--- src/rtl/pcs_pkg.sv ---
package pcs_pkg;

  localparam int PCS_BASE_SHIFT = 5;

  // Counter width needed to reach the longest interval.
  function automatic int pcs_cnt_width(input int base_shift, input int rate_w);
    return base_shift + (1 << rate_w) - 1;
  endfunction

  typedef enum logic [1:0] {
    SLOT_IDLE  = 2'b00,
    SLOT_ARMED = 2'b01
  } slot_state_e;

endpackage

--- src/rtl/pcs_interval_timer.sv ---
module pcs_interval_timer
  import pcs_pkg::*;
#(
  parameter int RATE_W     = 3,
  parameter int BASE_SHIFT = PCS_BASE_SHIFT
) (
  input  logic              clk,
  input  logic              rst_n,
  input  logic              run,
  input  logic [RATE_W-1:0] rate,
  output logic              tick
);

  localparam int MAX_RATE = (1 << RATE_W) - 1;
  localparam int CNT_W    = pcs_cnt_width(BASE_SHIFT, RATE_W);

  logic [CNT_W-1:0]  cnt_q, cnt_d, last_val;
  logic [RATE_W-1:0] shamt;

  // Terminal count is an all-ones pattern of length BASE_SHIFT+rate.
  always_comb begin
    shamt    = RATE_W'(MAX_RATE) - rate;
    last_val = {CNT_W{1'b1}} >> shamt;
    tick     = run && (cnt_q >= last_val);
  end

  always_comb begin
    if (!run)      cnt_d = '0;
    else if (tick) cnt_d = '0;
    else           cnt_d = cnt_q + 1'b1;
  end

  always_ff @(posedge clk or negedge rst_n) begin
    if (!rst_n) cnt_q <= '0;
    else        cnt_q <= cnt_d;
  end

  AST_IDLE_TIMER_CLEAR: assert property (@(posedge clk) disable iff (!rst_n)
    !run |=> (cnt_q == '0) && !tick);

endmodule

--- src/rtl/pcs_capture_slot.sv ---
module pcs_capture_slot
  import pcs_pkg::*;
#(
  parameter int W = 40
) (
  input  logic         clk,
  input  logic         rst_n,
  input  logic         en,
  input  logic         tick,
  input  logic         evt,
  input  logic         rd,
  input  logic [W-1:0] din,
  output logic [W-1:0] sample,
  output logic         fresh,
  output logic         cap
);

  slot_state_e  st_q, st_d;
  logic [W-1:0] smp_q, smp_d;
  logic         new_q, new_d;

  always_comb begin
    cap = (st_q == SLOT_ARMED) && en && evt;
    if (!en)      st_d = SLOT_IDLE;
    else if (tick) st_d = SLOT_ARMED;
    else if (cap)  st_d = SLOT_IDLE;
    else           st_d = st_q;
  end

  always_comb begin
    smp_d = cap ? din : smp_q;
    if (cap)     new_d = 1'b1;
    else if (rd) new_d = 1'b0;
    else         new_d = new_q;
  end

  always_ff @(posedge clk or negedge rst_n) begin
    if (!rst_n) begin
      st_q  <= SLOT_IDLE;
      smp_q <= '0;
      new_q <= 1'b0;
    end else begin
      st_q  <= st_d;
      new_q <= new_d;
      if (cap) smp_q <= smp_d;
    end
  end

  assign sample = smp_q;
  assign fresh  = new_q;

  AST_READ_CLEARS: assert property (@(posedge clk) disable iff (!rst_n)
    (rd && !cap) |=> !fresh);
  AST_CAP_OVERWRITES: assert property (@(posedge clk) disable iff (!rst_n)
    cap |=> fresh && (sample == $past(din)));
  AST_OFF_HOLDS: assert property (@(posedge clk) disable iff (!rst_n)
    !en |=> $stable(sample));
  AST_OFF_DROPS_ARM: assert property (@(posedge clk) disable iff (!rst_n)
    !en |=> !cap);

endmodule

--- src/rtl/pc_sampler.sv ---
module pc_sampler
  import pcs_pkg::*;
#(
  parameter int PC_W     = 32,
  parameter int ASID_W   = 8,
  parameter int DA_W     = 32,
  parameter int RATE_W   = 3,
  parameter bit HAS_DATA = 1'b1
) (
  input  logic              clk,
  input  logic              rst_n,
  input  logic              cfg_pc_en,
  input  logic [RATE_W-1:0] cfg_rate,
  input  logic              cfg_miss_only,
  input  logic              cfg_drop_asid,
  input  logic              cfg_da_en,
  input  logic              cfg_da_qual,
  input  logic              ret_vld,
  input  logic [PC_W-1:0]   ret_pc,
  input  logic [ASID_W-1:0] ret_asid,
  input  logic              ret_miss,
  input  logic              ls_vld,
  input  logic [DA_W-1:0]   ls_addr,
  input  logic              ls_bp0_hit,
  input  logic              pc_rd,
  input  logic              da_rd,
  output logic [PC_W-1:0]   pc_smp_pc,
  output logic [ASID_W-1:0] pc_smp_asid,
  output logic              pc_smp_new,
  output logic [DA_W-1:0]   da_smp_addr,
  output logic              da_smp_new
);

  localparam int PCS_W = PC_W + ASID_W;

  logic             tick, run;
  logic             pc_evt, pc_cap;
  logic [PCS_W-1:0] pc_din, pc_smp;

  assign run = cfg_pc_en | (HAS_DATA & cfg_da_en);

  pcs_interval_timer #(.RATE_W(RATE_W), .BASE_SHIFT(PCS_BASE_SHIFT)) u_timer (
    .clk(clk), .rst_n(rst_n), .run(run), .rate(cfg_rate), .tick(tick)
  );

  always_comb begin
    pc_evt = ret_vld && (!cfg_miss_only || ret_miss);
    pc_din = {(cfg_drop_asid ? {ASID_W{1'b0}} : ret_asid), ret_pc};
  end

  pcs_capture_slot #(.W(PCS_W)) u_pc_slot (
    .clk(clk), .rst_n(rst_n), .en(cfg_pc_en), .tick(tick), .evt(pc_evt),
    .rd(pc_rd), .din(pc_din), .sample(pc_smp), .fresh(pc_smp_new), .cap(pc_cap)
  );

  assign pc_smp_pc   = pc_smp[PC_W-1:0];
  assign pc_smp_asid = pc_smp[PCS_W-1:PC_W];

  AST_MISS_FILTER: assert property (@(posedge clk) disable iff (!rst_n)
    pc_cap |-> (!cfg_miss_only || ret_miss));
  AST_ASID_MASKED: assert property (@(posedge clk) disable iff (!rst_n)
    (pc_cap && cfg_drop_asid) |=> (pc_smp_asid == '0));

  generate
    if (HAS_DATA) begin : g_data
      logic da_evt, da_cap;
      assign da_evt = ls_vld && (!cfg_da_qual || ls_bp0_hit);

      pcs_capture_slot #(.W(DA_W)) u_da_slot (
        .clk(clk), .rst_n(rst_n), .en(cfg_da_en), .tick(tick), .evt(da_evt),
        .rd(da_rd), .din(ls_addr), .sample(da_smp_addr), .fresh(da_smp_new),
        .cap(da_cap)
      );

      AST_DA_QUAL: assert property (@(posedge clk) disable iff (!rst_n)
        da_cap |-> (!cfg_da_qual || ls_bp0_hit));
      AST_DA_NEEDS_EN: assert property (@(posedge clk) disable iff (!rst_n)
        da_cap |-> cfg_da_en);
    end else begin : g_no_data
      assign da_smp_addr = '0;
      assign da_smp_new  = 1'b0;
    end
  endgenerate

endmodule

--- config.mk ---
export PLATFORM = sky130hd
export DESIGN_NAME = pc_sampler
export DESIGN_NICKNAME = d
export VERILOG_FILES = /design/src/rtl/pcs_pkg.sv /design/src/rtl/pcs_interval_timer.sv /design/src/rtl/pcs_capture_slot.sv /design/src/rtl/pc_sampler.sv
export SDC_FILE = /design/constraint.sdc
export NUM_CORES = 1
export LEC_CHECK = 0
export ABC_AREA = 0
export BUFFER_PORTS_ARGS = -buffer_cell sky130_fd_sc_hd__buf_2
export CORE_UTILIZATION = 32
export DETAILED_ROUTE_END_ITERATION = 8
export GPL_TIMING_DRIVEN = 0
export PLACE_DENSITY = 0.62
export SLEW_MARGIN = 20
export SYNTH_ARGS = -nofsm -noshare
export SYNTH_HDL_FRONTEND = slang
export SYNTH_SLANG_ARGS = --single-unit
export TNS_END_PERCENT = 30
--- constraint.sdc ---
create_clock -name clk -period 2.85 [get_ports clk]
set_clock_uncertainty 0.1 [all_clocks]
set_input_delay 0.1425 -clock clk [delete_from_list [all_inputs] [get_ports clk]]
set_output_delay 0.1425 -clock clk [all_outputs]
set_load 0.05 [all_outputs]
==> flow_summary.json, run 1 <==
{
  "cpPeakStageDelay_ns": 0.46,
  "final_common_cell": "buf_2",
  "die_area_mm2": 0.0117,
  "worst-path-buf-inv": 1,
  "dr_wl_met3_um": 559,
  "r2r_end": "u_timer.cnt_q[10]",
  "fillers": 975,
  "clk_latency_ns": 0.34,
  "synth-xor-area-share_pct": 2.44,
  "via_per_inst": 4.41,
  "hpwl_um": 6030,
  "ctsRootBufferMaster": "clkbuf_8",
  "p_per_area_mw_per_mm2": 556,
  "worstSetupStartpointType": "register",
  "muxShareOfSynthArea_pct": 20.1,
  "remaining_drc_errors": 0,
  "clkSlewWorstSetupHoldPaths_ns": 0.08,
  "crit_type": "reg -> reg",
  "avgSynthCellArea_um2": 13.6,
  "p_leak_nw": 3.00,
  "critical_path.top_delay_family": "compound AO/OA/AOI/OAI gates",
  "die_x_um": 108,
  "ios": 162,
  "pre_cts_slack_ns": 0.733,
  "required_ns": 3.02,
  "r2r_setup_slack_ns": 0.73,
  "synth_top_family_by_area": "multiplexers",
  "timing.final.crit_share_pct": 74.2,
  "drtPass1Iterations": 4,
  "detail-route-antenna-nets": 0,
  "wl_per_cell_um": 13.2,
  "route.met2.wl_um": 4290,
  "core-area_mm2": 0.0109,
  "ys_types": 25,
  "power_mw": 3.07,
  "peakVddDrop_uv": 282,
  "syn_nets": 361,
  "io_buffers": 161,
  "finalHoldViolations": 0,
  "cts_inserted_buffers": 9,
  "crit_start": "u_timer.cnt_q[6]",
  "grt_max_degree": 47,
  "grt_pass1_vias": 2967,
  "nets": 611,
  "tightest_slew_ns": 0.567,
  "cpMaxStageDelayCell": "dfrtp_1",
  "cts.sinks": 88,
  "cp.arrival_ns": 2.29,
  "postLayoutCellArea_mm2": 0.00553,
  "start_util_pct": 33.0,
  "vias": 2903,
  "grt_util_all_layers_pct": 15.3,
  "outcome": "completed",
  "path_depth": 6,
  "tns_ns": 0,
  "syn-cell-area_mm2": 0.00359,
  "place_congestion": 0.713,
  "drt-met1-wl_um": 3720,
  "drive_gt1_share_pct": 48.2,
  "overflow": 0,
  "finalSetupViolations": 0,
  "hp-class": "in -> reg",
  "drt_iter0_drc": 87,
  "r2r_start": "u_timer.cnt_q[6]",
  "relSlewSlack_pct": 62.2,
  "totalWireLength_um": 8690,
  "worst-path-max-fanout": 10,
  "place_area_mm2": 0.00460,
  "cap_violations": 0,
  "synth-seq-cells": 88,
  "endpoint_kind": "register",
  "drv_slew": 0,
  "synthAdderAreaFrac_pct": 2.79,
  "rr_worst_depth": 6,
  "routed.top_layer": "met4",
  "die_h_um": 108,
  "grt_antenna_before_repair": 0,
  "grt_pass1_wl_um": 13800,
  "max_freq_mhz": 473,
  "synth.yosys.seq_area_share_pct": 61.3,
  "rsz0062_at_grt": "no",
  "cts_max_path_buffers": 2,
  "yosys.area_share.simple_pct": 7.38,
  "synth_compound_area_share_pct": 4.04,
  "crit_path_end": "u_timer.cnt_q[10]",
  "diodes": 0,
  "synthCells": 265,
  "period_needed_ns": 2.12,
  "cts_max_level": 3,
  "path_cells": "ha_1 > a21o_2 > a221o_1 > a211o_2 > buf_6 > nor2_1",
  "setup_ws_ns": 0.734,
  "yosys_warnings": 0,
  "num_rows": 38,
  "cts.repair.resized": 0,
  "mostFrequentLayoutCells": "buf_2 (167), dfrtp_1 (88), dlygate4sd3_1 (77), mux2_2 (64), nor2_1 (17)",
  "syn_to_final_growth_pct": 53.9,
  "cts_tree": "built"
}
-- layout make-up --
| type | instances | area [um2] | area share, % |
|---|---|---|---|
| flip-flops and latches | 88 | 2200 | 39.8 |
| repair buffers | 239 | 1610 | 29.1 |
| multi-input cells | 162 | 1320 | 23.9 |
| well taps | 140 | 175 | 3.17 |
| clock buffers | 11 | 131 | 2.38 |
| plain buffers | 9 | 50.0 | 0.905 |
| clock inverters | 4 | 22.5 | 0.407 |
| inverters | 6 | 22.5 | 0.407 |
-- per-layer routing --
layer / track usage, % / vias to the layer above
li1: - / 1415
met4: 6.46 / 0
met5: 0 / -
met3: 3.56 / 11
met1: 18.2 / 1376
met2: 26.6 / 101
-- synthesized netlist by cell type --
cell type	n	share of area [%]
dfrtp_1	88	61
mux2_2	64	20
nor2_1	17	1.8
nand2_1	15	1.6
o21ai_0	12	1.7
nand2b_1	9	1.6
ha_1	8	2.8
buf_2	7	0.97
inv_1	6	0.63
a21oi_1	5	0.70
nand3_1	5	0.70
xnor2_1	5	1.2
xor2_1	5	1.2
nand4_1	4	0.70
nor3_1	3	0.42
a21boi_0	2	0.42
and3_1	2	0.35
a211o_2	1	0.28
a21o_1	1	0.21
a21o_2	1	0.24
a221o_1	1	0.28
and4_4	1	0.31
buf_6	1	0.31
clkbuf_1	1	0.10
o2111ai_1	1	0.24
-- cell families after synthesis --
| group | count (synthesis) |
|---|---|
| xor+xnor | 10 |
| buf+inv | 15 |
| compound gates | 24 |
| mux | 64 |
| flops | 88 |
| fa+ha+maj | 8 |
| simple gates | 56 |
-- flip-flops by register name (all words and copies together) (netlist names) --
register,count
g_data.u_da_slot.fresh,1
g_data.u_da_slot.sample,32
g_data.u_da_slot.st_q,1
u_pc_slot.fresh,1
u_pc_slot.sample,40
u_pc_slot.st_q,1
u_timer.cnt_q,12
-- where the power goes --
part / internal, mW / switching [mW]
Sequential: 1.38 / 0.0820
Combinational: 0.302 / 0.590
Clock: 0.308 / 0.406
-- per-stage QoR --
stage          utilization [%]  hold slack, ns  cells
2_1_floorplan                -          -0.253    265
3_3_place_gp              42.0           0.232    566
3_5_place_dp              42.3          0.0733    567
4_1_cts                   50.8         0.00972    659
5_1_grt                   50.8          0.0392    659
6_report                  50.8          0.0275    659
-- tightest hold or removal path, stage by stage --
cell and delay, ns:
buf_2 0.09, o21ai_0 0.07, nand2_1 0.05, a21boi_0 0.07
-- what timing repair did --
item,4_1_cts,5_1_grt
setup buffers,0,0
endpoints found under the hold margin,118,0
hold buffers,77,0
-- worst min path at each step --
| stage | end | startpoint | cells after the start | slack (ns) |
|---|---|---|---|---|
| floorplan | g_data.u_da_slot.fresh | rst_n | 0 | -0.25 |
| finish | u_pc_slot.st_q[0] | ret_vld | 4 | 0.03 |
| CTS | u_pc_slot.st_q[0] | ret_vld | 4 | 0.01 |
| detailed placement | u_pc_slot.sample[29] | rst_n | 1 | 0.07 |
| global placement | u_pc_slot.fresh | pc_rd | 2 | 0.23 |
| global route | u_pc_slot.sample[36] | cfg_drop_asid | 3 | 0.04 |
(Power assumes the default switching activity.)
==> run 2: changes to the inputs <==
Settings changed: ABC_AREA 0 to 1, PLACE_DENSITY 0.62 to 0.61.
Clock period 2.85 ns to 2.1 ns, I/O delays scaled along.
==> run 2 against run 1 <==
Compared with the run above:
- the flow now finishes with violations (design-rule violations)
- first-iteration DRC count up 45%
- sequential share of layout area decreased by 2.6 points
- clock-buffer cell count is 3 higher
- final cell count is 27% higher
- synthesized cell count grew 62%
- sequential power up 36%
- worst hold slack improved by 0.022 ns
- wire length grew 17%
- critical path depth increased by 2
- clock power rose by 110%
- synthesized area grew 5.7%
- critical path type unchanged
- highest routed layer unchanged
==> flow_summary.json, run 2 <==
{
  "regArea_mm2": 0.00220,
  "ctsRootBufferMaster": "clkbuf_16",
  "grt_pass1_wl_um": 17100,
  "diodes": 0,
  "timing.final.crit_share_pct": 94.4,
  "multi_input_area_mm2": 0.00132,
  "fillers": 1082,
  "tns_ns": 0,
  "place_area_mm2": 0.00481,
  "path_cells": "ha_1 > a21oi_1 > nor2_1 > nor2_4 > nand2_1 > nand2_1 > nand2_1 > dlygate4sd3_1",
  "nets": 782,
  "required_ns": 2.22,
  "totalWireLength_um": 10100,
  "switchingPower_mw": 1.61,
  "ys_types": 26,
  "via_per_inst": 4.42,
  "yosys.area_share.simple_pct": 24.3,
  "finalSetupViolations": 0,
  "setup_ws_ns": 0.118,
  "num_rows": 39,
  "drtPass1Iterations": 9,
  "grt_max_degree": 49,
  "power_frac_comb_pct": 26.0,
  "overflow": 0,
  "outcome": "finished, violations left",
  "fin_cells": 834,
  "postLayoutCellArea_mm2": 0.00592,
  "p_leak_nw": 3.38,
  "worstSetupStartpointType": "register",
  "cap_violations": 0,
  "cts_inserted_buffers": 9,
  "detail-route-antenna-nets": 0,
  "die_h_um": 111,
  "synthAdderAreaFrac_pct": 2.64,
  "max_freq_mhz": 505,
  "start_util_pct": 33.0,
  "grt_antenna_before_repair": 0,
  "endpoint_kind": "register",
  "avgSynthCellArea_um2": 8.83,
  "drt_iter0_drc": 126,
  "io_buffers": 161,
  "seq_power_share_pct": 41.9,
  "drv_slew": 0,
  "peakVddDrop_uv": 520,
  "ys_top_cells_by_count": "nand2_1 (170), dfrtp_1 (88), inv_1 (44)",
  "tightest_slew_ns": 0.562,
  "die_x_um": 111,
  "power_mw": 4.77,
  "hpwl_um": 6720,
  "rsz0062_at_grt": "no",
  "drive_gt1_share_pct": 31.8,
  "core-area_mm2": 0.0115,
  "synth.yosys.seq_area_share_pct": 58.0,
  "internal-power_mw": 3.16,
  "syn-cell-area_mm2": 0.00380,
  "synth_top_cell_by_area": "dfrtp_1",
  "pre_cts_slack_ns": 0.466,
  "yosys_warnings": 0,
  "cts.sinks": 88,
  "utilization_pct": 51.4,
  "syn_nets": 526,
  "power.share.switching_pct": 33.7,
  "cts_max_level": 3,
  "hp-class": "in -> reg",
  "synth_top_area_share_pct": 58.0,
  "pwr-share-clk_pct": 32.1,
  "dp_cells": 735,
  "worst-path-buf-inv": 1,
  "vias": 3688,
  "p_per_area_mw_per_mm2": 805,
  "cts_max_path_buffers": 2,
  "clkSlewWorstSetupHoldPaths_ns": 0.06,
  "cp.arrival_ns": 2.10,
  "crit_type": "reg -> reg",
  "ys_top_cells_by_area": "dfrtp_1 (58%), nand2_1 (17%), o21ai_0 (4.7%), inv_1 (4.3%), ha_1 (2.6%)",
  "post-synth-top-count-cell": "nand2_1",
  "cpPeakStageDelay_ns": 0.54,
  "wl_per_cell_um": 12.1,
  "ios": 162,
  "cts_tree": "built",
  "period_needed_ns": 1.98,
  "synth-xor-area-share_pct": 1.84,
  "clk_latency_ns": 0.34,
  "synth_top_family_by_area": "simple AND/OR/NAND/NOR gates",
  "failed_checks": "design-rule violations",
  "mostFrequentLayoutCells": "nand2_1 (170), buf_2 (170), dfrtp_1 (87), dlygate4sd3_1 (78), inv_1 (44)",
  "cpMaxStageDelayCell": "dlygate4sd3_1",
  "muxShareOfSynthArea_pct": 0,
  "grt_util_all_layers_pct": 17.7,
  "synthCells": 430,
  "die_area_mm2": 0.0123,
  "finalHoldViolations": 0,
  "critical_path.top_delay_family": "buffers and inverters",
  "worst-path-max-fanout": 3,
  "hold_slack_ns": 0.0495,
  "cp_common_cell": "nand2_1",
  "async_reset_ff_share_pct": 100,
  "synth_compound_area_share_pct": 5.99,
  "largest_register_ffs": 40,
  "syn_to_final_growth_pct": 55.8,
  "remaining_drc_errors": 9,
  "synth_ff_type": "dfrtp_1",
  "synth-seq-cells": 88,
  "grt_pass1_vias": 3739,
  "relSlewSlack_pct": 62.5,
  "place_congestion": 0.759,
  "synth_edf_count": 0
}
-- run 2: cells by family after synthesis --
logic type	after synthesis
AOI/OAI and AO/OA	43
xor gates and xnor gates	8
adders and majority gates	8
buffers and inverters	62
DFF	88
and+or+nand+nor	221
-- run 2: worst reg2reg max path: stages (launching register included) --
cell	delay, ns
dfrtp_1	0.41
ha_1	0.32
a21oi_1	0.14
nor2_1	0.09
nor2_4	0.12
nand2_1	0.06
nand2_1	0.05
nand2_1	0.04
dlygate4sd3_1	0.54
-- run 2: area by class of cell --
cell class / instances / area share [%]
Sequential cell: 88 / 37.2
Timing Repair Buffer: 245 / 27.9
Multi-Input combinational cell: 280 / 22.3
Clock buffer: 14 / 4.63
Tap cell: 143 / 3.02
Inverter: 46 / 2.92
Buffer: 16 / 1.75
Clock inverter: 2 / 0.211
-- run 2: path summary, 6_finish.rpt --
kind | startpoint | to | slack (ns) | cells past startpoint
max | u_timer.cnt_q[9] | u_pc_slot.st_q[0] | 0.12 | 8
min | cfg_drop_asid | u_pc_slot.sample[39] | 0.05 | 4
max reg2reg | u_timer.cnt_q[9] | u_pc_slot.st_q[0] | 0.12 | 8
min reg2reg | u_pc_slot.sample[25] | u_pc_slot.sample[25] | 0.36 | 2
max in group asynchronous | rst_n | g_data.u_da_slot.sample[28] | 1.09 | 3
min in group asynchronous | rst_n | u_timer.cnt_q[6] | 0.19 | 2
-- run 2: what timing repair did --
item,in CTS,in global routing
endpoints found under the setup margin,0,1
hold buffers,78,0
gates resized for setup,0,1
buffers inserted,0,5
hold endpoints to repair,116,0
-- run 2: layer usage --
layer  vias to the layer above  wire length (um)  GRT usage (%)
li1                       1829                 -              -
met1                      1720              4180           20.5
met2                       110              5050           30.1
met3                        29               512           3.72
met4                         0               388           11.0
met5                         -                 0              0
-- run 2: power by group through the flow --
stage	Combinational, mW	Clock (mW)	Sequential [mW]
after global routing	1.32	1.67	2.02
after detailed placement	1.13	0	2.02
after floorplan	0.221	0	2.58
after global placement	1.11	0	2.01
final	1.24	1.53	2.00
after CTS	1.24	1.60	2.00
==> run 3: changes to the inputs <==
Settings changed: ABC_AREA 1 to not set, PLACE_DENSITY 0.61 to 0.62.
==> run 3 against run 2 <==
Compared with the run above:
- the run now ends clean
- clock power shrank 36%
- sequential power is essentially flat
- wire length shrank 12%
- register-to-register slack lost 0.04 ns
- non-clock buffer count is the same
- critical path type unchanged
- largest cell class unchanged
- largest power group unchanged
==> flow_summary.json, run 3 (same netlist as run 1, synthesis figures left out) <==
{
  "outcome": "completed",
  "hpwl_um": 6030,
  "r2r_start": "u_timer.cnt_q[5]",
  "pwr-share-clk_pct": 23.3,
  "relSlewSlack_pct": 62.1,
  "crit_type": "reg -> reg",
  "drv_slew": 0,
  "internal-power_mw": 2.72,
  "utilization_pct": 52.0,
  "r2r_setup_slack_ns": 0.08,
  "detail-route-antenna-nets": 0,
  "drtPass1Iterations": 4,
  "path_cells": "ha_1 > a21o_2 > a221o_1 > a211o_2 > buf_6 > nor2_1",
  "seq_power_share_pct": 47.5,
  "worst-path-max-fanout": 10,
  "pre_cts_slack_ns": -0.0170,
  "remaining_drc_errors": 0,
  "diodes": 0,
  "cp.arrival_ns": 2.20,
  "grt_pass1_wl_um": 14200,
  "p_per_area_mw_per_mm2": 741,
  "num_rows": 38,
  "setup_ws_ns": 0.0758,
  "mostFrequentLayoutCells": "buf_2 (167), dlygate4sd3_1 (87), dfrtp_1 (85), mux2_2 (64), nand2_1 (15)",
  "via_per_inst": 4.40,
  "final_common_cell": "buf_2",
  "r2r_end": "u_timer.cnt_q[7]",
  "die_x_um": 108,
  "peakVddDrop_uv": 383,
  "place_area_mm2": 0.00460,
  "nets": 624,
  "cpMaxStageDelayCell": "dfrtp_1",
  "finalHoldViolations": 0,
  "largest_register_ffs": 40,
  "place_congestion": 0.713,
  "switchingPower_mw": 1.47,
  "vias": 2956,
  "cts_max_path_buffers": 2,
  "required_ns": 2.27,
  "hold_start": "cfg_da_qual",
  "worstSetupStartpointType": "register",
  "power.share.switching_pct": 35.1,
  "hp-class": "in -> reg",
  "tightest_slew_ns": 0.569,
  "endpoint_kind": "register",
  "grt_antenna_before_repair": 0,
  "clk_latency_ns": 0.34,
  "grt_max_degree": 47,
  "die_h_um": 108,
  "critical_path.top_delay_family": "compound AO/OA/AOI/OAI gates",
  "cts_max_level": 3,
  "finalSetupViolations": 0,
  "timing.final.crit_share_pct": 96.4,
  "rr_worst_depth": 6,
  "grt_pass1_vias": 3046,
  "min_to": "g_data.u_da_slot.sample[9]",
  "min_path_cells": 3,
  "p_leak_nw": 3.04,
  "core-area_mm2": 0.0109,
  "ios": 162,
  "fillers": 956,
  "die_area_mm2": 0.0117,
  "cts_inserted_buffers": 9,
  "syn_to_final_growth_pct": 57.6,
  "clkSlewWorstSetupHoldPaths_ns": 0.08,
  "power_mw": 4.19,
  "start_util_pct": 33.0,
  "drive_gt1_share_pct": 48.7,
  "io_buffers": 161,
  "max_freq_mhz": 494,
  "hold_slack_ns": 0.180,
  "overflow": 0,
  "worst-path-buf-inv": 1,
  "ctsRootBufferMaster": "clkbuf_8",
  "postLayoutCellArea_mm2": 0.00566,
  "grt_util_all_layers_pct": 15.7,
  "wl_per_cell_um": 13.2,
  "cts.sinks": 88,
  "period_needed_ns": 2.02,
  "power_frac_comb_pct": 29.3,
  "rsz0062_at_grt": "no",
  "cts_tree": "built",
  "cap_violations": 0,
  "drt_iter0_drc": 83,
  "totalWireLength_um": 8870,
  "cpPeakStageDelay_ns": 0.47
}
-- run 3: worst min-delay path, cell delays in order --
cell     delay [ns]
buf_2          0.08
a21oi_1        0.16
mux2_2         0.24
-- run 3: through the flow --
step	instances	TNS [ns]
4_1_cts	670	0
3_5_place_dp	567	-0.0259
3_3_place_gp	566	0
5_1_grt	672	0
2_1_floorplan	265	0
6_report	672	0
-- run 3: cell type report --
class	instances	area (um2)	area share, %
Inverter	6	22.5	0.398
Clock buffer	11	131	2.32
Multi-Input combinational cell	162	1330	23.4
Tap cell	140	175	3.09
Sequential cell	88	2210	39.0
Buffer	9	50.0	0.884
Timing Repair Buffer	252	1730	30.5
Clock inverter	4	22.5	0.398
-- run 3: how the worst max path moves through the flow --
stage | endpoint | cells after the start | slack, ns | from
after detailed placement | u_timer.cnt_q[8] | 6 | -0.02 | u_timer.cnt_q[6]
after CTS | u_timer.cnt_q[10] | 6 | 0.01 | u_timer.cnt_q[7]
after global routing | u_timer.cnt_q[9] | 6 | 0.002 | u_timer.cnt_q[6]
after floorplan | u_timer.cnt_q[10] | 6 | 0.16 | u_timer.cnt_q[6]
after global placement | u_timer.cnt_q[4] | 6 | 0.04 | u_timer.cnt_q[6]
final | u_timer.cnt_q[7] | 6 | 0.08 | u_timer.cnt_q[5]
-- run 3: repair_timing --
action / in CTS / in global routing
hold buffers: 87 / 0
gates resized for setup: 2 / 4
pin swaps: 0 / 1
buffers inserted: 1 / 2
endpoints found under the setup margin: 3 / 10
endpoints found under the hold margin: 118 / 0
-- run 3: routing by layer --
layer | up-vias | track usage (%) | part of all wire, %
met5 | - | 0 | 0
met4 | 0 | 6.46 | 1.3
met3 | 12 | 3.44 | 6.3
met2 | 104 | 27.4 | 50
met1 | 1402 | 18.6 | 43
li1 | 1438 | - | -
-- run 3: power by group through the flow --
stage	registers (mW)	logic [mW]	clock network (mW)
finish	1.99	1.23	0.976
detailed placement	2.02	1.10	0
floorplan	2.58	0.202	0
global placement	2.01	1.08	0
CTS	1.99	1.23	1.04
global route	2.02	1.30	1.10
